## config.mk

```make
export PLATFORM = sky130hd
export DESIGN_NAME = instr_fetch_decoder
export DESIGN_NICKNAME = d
export VERILOG_FILES = /design/src/rtl/ifd_pkg.sv /design/src/rtl/ifd_ctrl.sv /design/src/rtl/ifd_datapath.sv /design/src/rtl/instr_fetch_decoder.sv
export SDC_FILE = /design/constraint.sdc
export NUM_CORES = 1
export LEC_CHECK = 0
export ABC_AREA = 1
export BUFFER_PORTS_ARGS = -buffer_cell sky130_fd_sc_hd__buf_2
export CELL_PAD_IN_SITES_DETAIL_PLACEMENT = 1
export CELL_PAD_IN_SITES_GLOBAL_PLACEMENT = 1
export CORE_ASPECT_RATIO = 0.75
export CORE_MARGIN = 5
export CORE_UTILIZATION = 38
export CTS_CLUSTER_SIZE = 16
export DETAILED_ROUTE_END_ITERATION = 10
export GPL_TIMING_DRIVEN = 0
export HOLD_SLACK_MARGIN = 0.12
export PLACE_DENSITY_LB_ADDON = 0.1
export SETUP_SLACK_MARGIN = 0.05
export SLEW_MARGIN = 40
export SYNTH_ARGS = -nofsm -noshare
export SYNTH_HDL_FRONTEND = slang
export SYNTH_SLANG_ARGS = --single-unit
```

## constraint.sdc

```tcl
create_clock -name clk -period 1.5 [get_ports clk]
set_input_delay 0.3 -clock clk [delete_from_list [all_inputs] [get_ports clk]]
set_output_delay 0.3 -clock clk [all_outputs]
set_load 0.005 [all_outputs]
```

## src/rtl/ifd_pkg.sv

```systemverilog
package ifd_pkg;
  localparam int WORD_W   = 16;
  localparam int FIELD_W  = 5;
  localparam int MODE_BIT = WORD_W - 1;
  localparam int OPC_LO   = MODE_BIT - FIELD_W;
  localparam int DST_LO   = OPC_LO - FIELD_W;
  localparam int SRC_LO   = DST_LO - FIELD_W;

  typedef enum logic [1:0] {
    KIND_REG = 2'd0,
    KIND_LIT = 2'd1,
    KIND_IMM = 2'd2
  } srcKindT;

  typedef enum logic {
    FIRST_WORD = 1'b0,
    IMM_WORD   = 1'b1
  } fetchStateT;

  typedef struct packed {
    logic loadPc;
    logic hold;
    logic advancePc;
    logic captureHead;
    logic issueShort;
    logic issueLong;
  } ctrlStrobesT;
endpackage

```

## src/rtl/ifd_ctrl.sv

```systemverilog
module ifd_ctrl
  import ifd_pkg::*;
(
  input  logic        clk,
  input  logic        rstN,
  input  logic        memValid,
  input  logic        stall,
  input  logic        loadEn,
  input  logic        wordIsLong,
  output ctrlStrobesT strobes
);
  fetchStateT state;
  fetchStateT stateNext;
  logic       takeWord;

  assign takeWord = memValid & ~stall & ~loadEn;

  always_comb begin
    strobes             = '0;
    strobes.loadPc      = loadEn;
    strobes.hold        = stall & ~loadEn;
    strobes.advancePc   = takeWord;
    strobes.captureHead = takeWord & (state == FIRST_WORD) & wordIsLong;
    strobes.issueShort  = takeWord & (state == FIRST_WORD) & ~wordIsLong;
    strobes.issueLong   = takeWord & (state == IMM_WORD);
  end

  always_comb begin
    stateNext = state;
    if (loadEn)                    stateNext = FIRST_WORD;
    else if (strobes.captureHead)  stateNext = IMM_WORD;
    else if (strobes.issueLong)    stateNext = FIRST_WORD;
  end

  always_ff @(posedge clk or negedge rstN) begin
    if (!rstN) state <= FIRST_WORD;
    else       state <= stateNext;
  end

  // after the immediate word is taken, the controller is back on first words
  a_r4_back_to_first: assert property (@(posedge clk) disable iff (!rstN)
    (state == IMM_WORD && takeWord) |=> state == FIRST_WORD);

  // a counter load always leaves the controller expecting a first word
  a_r8_load_resets_state: assert property (@(posedge clk) disable iff (!rstN)
    loadEn |=> state == FIRST_WORD);

  // stall without load keeps the fetch state
  a_r7_state_frozen: assert property (@(posedge clk) disable iff (!rstN)
    (stall && !loadEn) |=> $stable(state));

  // at most one word-handling action per cycle
  a_r2_one_action: assert property (@(posedge clk) disable iff (!rstN)
    $onehot0({strobes.captureHead, strobes.issueShort, strobes.issueLong}));
endmodule

```

## src/rtl/ifd_datapath.sv

```systemverilog
module ifd_datapath
  import ifd_pkg::*;
#(
  parameter int ADDR_W = 20
) (
  input  logic                  clk,
  input  logic                  rstN,
  input  ctrlStrobesT           strobes,
  input  logic [WORD_W-1:0]     memWord,
  input  logic [ADDR_W-1:0]     loadAddr,
  output logic                  wordIsLong,
  output logic [ADDR_W-1:0]     ic,
  output logic                  decValid,
  output logic                  decMode,
  output logic [FIELD_W-1:0]    decOpcode,
  output logic [FIELD_W-1:0]    decDest,
  output srcKindT               decKind,
  output logic [WORD_W-1:0]     decOperand,
  output logic [ADDR_W-1:0]     decAddr
);
  localparam int PAD_W = WORD_W - FIELD_W;

  logic                 wordMode;
  logic [FIELD_W-1:0]   wordOpc;
  logic [FIELD_W-1:0]   wordDst;
  logic [FIELD_W-1:0]   wordSrc;
  logic [FIELD_W-1:0]   headOpcode;
  logic [FIELD_W-1:0]   headDest;
  logic [ADDR_W-1:0]    headAddr;

  assign wordMode   = memWord[MODE_BIT];
  assign wordOpc    = memWord[OPC_LO +: FIELD_W];
  assign wordDst    = memWord[DST_LO +: FIELD_W];
  assign wordSrc    = memWord[SRC_LO +: FIELD_W];
  assign wordIsLong = ~wordMode & (&wordSrc);

  always_ff @(posedge clk or negedge rstN) begin
    if (!rstN) begin
      ic         <= '0;
      decValid   <= 1'b0;
      decMode    <= 1'b0;
      decOpcode  <= '0;
      decDest    <= '0;
      decKind    <= KIND_REG;
      decOperand <= '0;
      decAddr    <= '0;
      headOpcode <= '0;
      headDest   <= '0;
      headAddr   <= '0;
    end else if (strobes.loadPc) begin
      ic       <= loadAddr;
      decValid <= 1'b0;
    end else if (!strobes.hold) begin
      decValid <= strobes.issueShort | strobes.issueLong;
      if (strobes.advancePc) ic <= ic + 1'b1;
      if (strobes.captureHead) begin
        headOpcode <= wordOpc;
        headDest   <= wordDst;
        headAddr   <= ic;
      end
      if (strobes.issueShort) begin
        decMode    <= wordMode;
        decOpcode  <= wordOpc;
        decDest    <= wordDst;
        decKind    <= wordMode ? KIND_LIT : KIND_REG;
        decOperand <= {{PAD_W{1'b0}}, wordSrc};
        decAddr    <= ic;
      end
      if (strobes.issueLong) begin
        decMode    <= 1'b0;
        decOpcode  <= headOpcode;
        decDest    <= headDest;
        decKind    <= KIND_IMM;
        decOperand <= memWord;
        decAddr    <= headAddr;
      end
    end
  end

  // one step per accepted word, modulo the address space
  a_r5_counter_step: assert property (@(posedge clk) disable iff (!rstN)
    (strobes.advancePc && !strobes.loadPc) |=> ic == ADDR_W'($past(ic) + 1'b1));

  // load takes the jump target
  a_r8_load_target: assert property (@(posedge clk) disable iff (!rstN)
    strobes.loadPc |=> (ic == $past(loadAddr)) && !decValid);

  // stall freezes counter and outputs
  a_r7_hold_outputs: assert property (@(posedge clk) disable iff (!rstN)
    strobes.hold |=> $stable(ic) && $stable(decValid) && $stable(decOperand) && $stable(decKind));

  // nothing offered and nothing held means the counter stays and valid drops
  a_r6_idle: assert property (@(posedge clk) disable iff (!rstN)
    (!strobes.advancePc && !strobes.hold && !strobes.loadPc) |=> $stable(ic) && !decValid);
endmodule

```

## src/rtl/instr_fetch_decoder.sv

```systemverilog
module instr_fetch_decoder
  import ifd_pkg::*;
#(
  parameter int ADDR_W = 20
) (
  input  logic               clk,
  input  logic               rstN,
  output logic [ADDR_W-1:0]  fetchAddr,
  input  logic [15:0]        memWord,
  input  logic               memValid,
  input  logic               stall,
  input  logic               loadEn,
  input  logic [ADDR_W-1:0]  loadAddr,
  output logic               decValid,
  output logic               decMode,
  output logic [4:0]         decOpcode,
  output logic [4:0]         decDest,
  output logic [1:0]         decKind,
  output logic [15:0]        decOperand,
  output logic [ADDR_W-1:0]  decAddr
);
  ctrlStrobesT strobes;
  logic        wordIsLong;
  srcKindT     kindInt;

  ifd_ctrl u_ctrl (
    .clk        (clk),
    .rstN       (rstN),
    .memValid   (memValid),
    .stall      (stall),
    .loadEn     (loadEn),
    .wordIsLong (wordIsLong),
    .strobes    (strobes)
  );

  ifd_datapath #(.ADDR_W(ADDR_W)) u_dp (
    .clk        (clk),
    .rstN       (rstN),
    .strobes    (strobes),
    .memWord    (memWord),
    .loadAddr   (loadAddr),
    .wordIsLong (wordIsLong),
    .ic         (fetchAddr),
    .decValid   (decValid),
    .decMode    (decMode),
    .decOpcode  (decOpcode),
    .decDest    (decDest),
    .decKind    (kindInt),
    .decOperand (decOperand),
    .decAddr    (decAddr)
  );

  assign decKind = kindInt;

  // a literal-mode issue always carries the literal kind and a 5-bit operand
  a_r3_literal_kind: assert property (@(posedge clk) disable iff (!rstN)
    (decValid && decMode) |-> (decKind == 2'd1) && (decOperand[15:5] == '0));
endmodule

```

# Word level (Yosys, flattened, before mapping)

Index checks and enable logic that the tools add are counted.

Bits in latches: 0
Bits in writable memories: 0
Register bits: 101
Memories kept: 0
Word-level logic and storage cells: 57
Memory bits (read-only): 0

Multiply operators: 0
Equal/unequal tests: 1
Add/subtract/negate cells: 1
Shifts and indexed selects: 0
Bitwise gates (word level): 15
Reduce and logical (&&, ||, !) cells: 7
$lt $le $gt $ge: 0
Multiplexer cells: 21
Div/mod/pow operators: 0

Operator list:

| cell                    | count |
|---|---|
| $mux W20                | 5 |
| $mux W16                | 2 |
| $add A20 B1 Y20 const B | 1 |
| $mux W5                 | 4 |
| $and A1 B1 Y1           | 8 |
| $mux W1                 | 8 |
| $not A1 Y1              | 6 |
| $reduce_and A3 Y1       | 2 |
| $reduce_and A5 Y1       | 1 |
| $mux W2                 | 2 |
| $reduce_bool A2 Y1      | 2 |
| $reduce_bool A3 Y1      | 1 |
| $ne A2 B2 Y1 const B    | 1 |
| $reduce_and A2 Y1       | 1 |
| $or A1 B1 Y1            | 1 |

# Longest topological paths before layout

Word-level depth: 8
Gate-level depth with buffers: 10

# Modules after synthesis

A second synthesis with hierarchy kept.

Cell total of the unflattened synthesis: 583
Area total of the unflattened synthesis: 4,662.0 um2

Modules (own cells, without submodules):

| module       | cells each | times used | area each (um2) |
|---|---|---|---|
| ifd_datapath | 565        | 1          | 4,555.6 |
| ifd_ctrl     | 18         | 1          | 106.4 |

# Worst setup path before layout

No wires, ideal clock.

Kind: flip-flop to flip-flop
Start: reg u_dp.ic[1]
End: reg u_dp.ic[14]
Setup time: 0.124 ns
Slack: 0.101 ns
Period minus slack after synthesis: 1.399 ns
Data arrival time: 1.275 ns
Stages on the path, launching flop included: 9
Cells stage by stage: dfrtp_1 > ha_1 > nand2_1 > nor3_1 > nand3_1 > nand2_1 > nand2_1 > nand2_1 > nand3_1

Word-level cells in the longest chain between the ends: 4

RTL lines:

| what                   | RTL line           | RTL |
|---|---|---|
| start, declared        | ifd_datapath.sv:12 | `output logic [ADDR_W-1:0] ic,` |
| start signal, assigned | ifd_datapath.sv:51 | `ic <= loadAddr;` |
| start signal, assigned | ifd_datapath.sv:55 | `if (strobes.advancePc) ic <= ic + 1'b1;` |
| $add A20 B1 Y20        | ifd_datapath.sv:55 |  |
| $mux W20               | ifd_datapath.sv:55 |  |
| $mux W20               | ifd_datapath.sv:53 | `end else if (!strobes.hold) begin` |
| $mux W20               | ifd_datapath.sv:50 | `end else if (strobes.loadPc) begin` |

Every way passes these cells. The select of a mux whose other input is x is not followed.
A chain may end at the register's enable or synchronous reset.

# Final worst setup path

Start: reg u_dp.ic[0]
End: reg u_dp.ic[8]

The elaborated chain is that of the path after synthesis.

==> qor.txt <==
status -> complete, but fails checks
failing checks -> setup timing
CTS H-tree depth -> 3
Clk pin slew, worst setup/hold paths -> 0.07 ns
worst hold endpoint -> u_dp.ic[12]
yosys warns -> 0
GP Congestion -> 0.861
# rows -> 34
die area -> 0.0144 mm²
# setup viols final -> 1
Finished Layout Cells -> 881
Total Routing Usage GR -> 0.213
PD cells -> 1140 mW/mm²
Starting Density -> 0.392
Relative slew margins -> 0.618
Via Count -> 4437
Leakage -> 3.24 nW
P&R area growth vs syn -> 30.8%
Clock Path Buffers -> 2
Hold Crit Class -> input pin to flip-flop
FFs w/ async S/R, synth -> 1.00
Met3 Wirelength -> 931 µm
number of DRC markers in iteration 0 -> 192
crit end category -> flip-flop
vias in the first global route -> 4645
R2R Path Start -> u_dp.ic[0]
top layer in use -> met4
drt wl/cell -> 17.2 µm
Core Box Area -> 0.0117 mm²
RSZ-0062 raised after global routing -> true
ys flop type -> dfrtp_1
Min-Delay Startpoint -> loadAddr[12]
Via density -> 5.04
required time worst endpoint -> 1.73 ns
Synth Instances -> 582
DR WL met2 -> 7010 µm
Achievable Freq -> 666 MHz
CTS tree -> yes
Clock Skew -> 0.00478 ns
maxcap violations -> 0
largest net degree at the start of global routing -> 53
DP HPWL -> 11100 µm
DIE HEIGHT -> 105 µm
cells on worst reg2reg path -> 7
Final Max Tran Viols -> 0
I/O pin count -> 111
dpl cells -> 855
Post-synth EDFFs -> 0
Synth Area per Inst -> 7.92 µm²
Fin. Hold Viols -> 0
ANT nets after route -> 0
crit share post-route -> 1.00
FF+latch count, synth -> 100
Setup crit start kind -> flip-flop
grt total ovfl -> 0
fin util -> 0.513
Worst Max-Slew Pin Slew -> 0.573 ns
synth unique cells -> 27
WHS -> 0.167 ns
Synth Net Count -> 624
CP Data Arrival Time -> 1.73 ns
worst vdd ir -> 0.512 mV
count of input and output buffers -> 110
clock sinks -> 100
final wirelength -> 15100 µm
Metal-1 WL -> 7010 µm
global-route wire length before repair -> 24400 µm
WHS Path Cells -> 3
reg2reg setup slack -> -0.002 ns
cts bufs inserted -> 9
worst-skew pair later-pin latency -> 0.35 ns
Final WS setup -> -0.00179 ns
sequential area share after synthesis -> 0.543
layout cells sized above 1 -> 0.278
kind of critical path -> flip-flop to flip-flop
DR DRC count -> 0
largest fanout on the critical path -> 4
min cycle time layout -> 1.50 ns
Post-Syn Area -> 0.00461 mm²
initial antenna violation count -> 0
setup slack at placement -> -0.279 ns
Final #Nets -> 756
total power draw -> 0.00685 W
ant diodes -> 0
DR pass1 iterations -> 4
Die Wd -> 137 µm
reg-to-reg endpoint -> u_dp.ic[8]
root buffer cell -> clkbuf_16
==> critical path: stages, from the launching register on <==
cell and delay (ns):
dfrtp_2 0.44, ha_4 0.17, nand2_4 0.08, nor2_4 0.11
nand2_4 0.10, nor2_2 0.14, xor2_1 0.24, a21oi_1 0.10
==> registers in the layout (all words and copies together), names as in the netlist <==
signal	flops
u_dp.decDest	5
u_dp.decOpcode	5
u_ctrl.state	1
u_dp.headDest	5
u_dp.decKind	2
u_dp.ic	20
u_dp.decAddr	20
u_dp.headAddr	20
u_dp.headOpcode	5
u_dp.decValid	1
u_dp.decOperand	16
==> logic make-up after synthesis <==
kind of cell    Yosys count  synth area share
compound gates           92             0.103
fa+ha+maj                 1           0.00272
xor+xnor                  7            0.0133
buf+inv                  71            0.0663
simple gates            311             0.272
flops                   100             0.543
==> report_power, final <==
part           total, W  switching [W]  leakage [nW]  internal (W)
logic           0.00111       0.000641          1.79      0.000467
clock network   0.00255        0.00108         0.161       0.00148
registers       0.00319       0.000220          1.29       0.00297
total           0.00685        0.00194          3.24       0.00491
==> routing by layer <==
metal	global-route usage	up-vias
met5	0	-
met4	0.0449	0
met3	0.0457	17
met2	0.351	113
met1	0.290	2216
li1	-	2091
==> worst max-delay path by stage <==
stage,from,endpoint
floorplan,u_dp.ic[1],u_dp.ic[14]
global placement,rstN,u_dp.decAddr[14]
detailed placement,stall,u_dp.decOperand[2]
CTS,u_ctrl.state,u_dp.decAddr[2]
global route,u_dp.ic[0],u_dp.ic[8]
finish,u_dp.ic[0],u_dp.ic[8]
==> through the flow <==
step / instance area [µm²] / setup TNS [ns]
finish: 6030 / -0.00179
CTS: 5880 / -0.134
global placement: 5360 / -119.32
global route: 6030 / -0.0829
detailed placement: 5400 / -20.34
floorplan: 4610 / 0
==> cell usage after synthesis (all sizes together), types with 2 or more instances <==
library cell,count,area [µm²]
nor3,3,15.0
clkbuf,7,26.3
a21oi,6,30.0
o211ai,2,15.0
buf,19,110
nand4,3,18.8
inv,44,165
dfrtp,100,2500
nand3,24,120
nor2,58,236
xor2,7,61.3
o21ai,81,405
nand2,221,835
==> layout by cell type, fill, tap and decap left out, types with 2 or more instances in the layout <==
cell / n
buf_4: 13
nor2_1: 44
clkinvlp_4: 2
o21ai_1: 53
nor2_4: 7
nand2_4: 3
dfrtp_1: 92
nand3_1: 23
buf_8: 2
o21ai_0: 28
nand4_1: 3
o211ai_1: 2
inv_1: 39
inv_2: 3
nand2_2: 3
buf_2: 112
clkbuf_2: 3
clkbuf_1: 2
nand2_1: 215
clkbuf_16: 9
dfrtp_2: 8
bufinv_16: 2
clkbuf_4: 6
xor2_1: 7
nor2_2: 6
inv_6: 3
buf_6: 6
a21oi_1: 6
clkinv_2: 2
==> final cells by class <==
| type | instances | area [µm²] |
|---|---|---|
| multi-input combinational | 411 | 1930 |
| fill | 1509 | 5710 |
| sequential | 100 | 2510 |
| tap | 162 | 203 |
| inverter | 45 | 179 |
| buffer | 26 | 211 |
| clock buffer | 9 | 225 |
| clock inverter | 7 | 96.3 |
| timing repair buffer | 121 | 669 |
==> timing repair <==
| action | in CTS | in global routing |
|---|---|---|
| gates cloned | 0 | 0 |
| endpoints found under the setup margin | 91 | 91 |
| hold endpoints to repair | 48 | 0 |
| gates resized for setup | 40 | 41 |
| setup buffers | 4 | 5 |
| pin swaps | 6 | 6 |
| hold buffers | 1 | 0 |
Note: power is estimated with default switching activity, not from simulation.
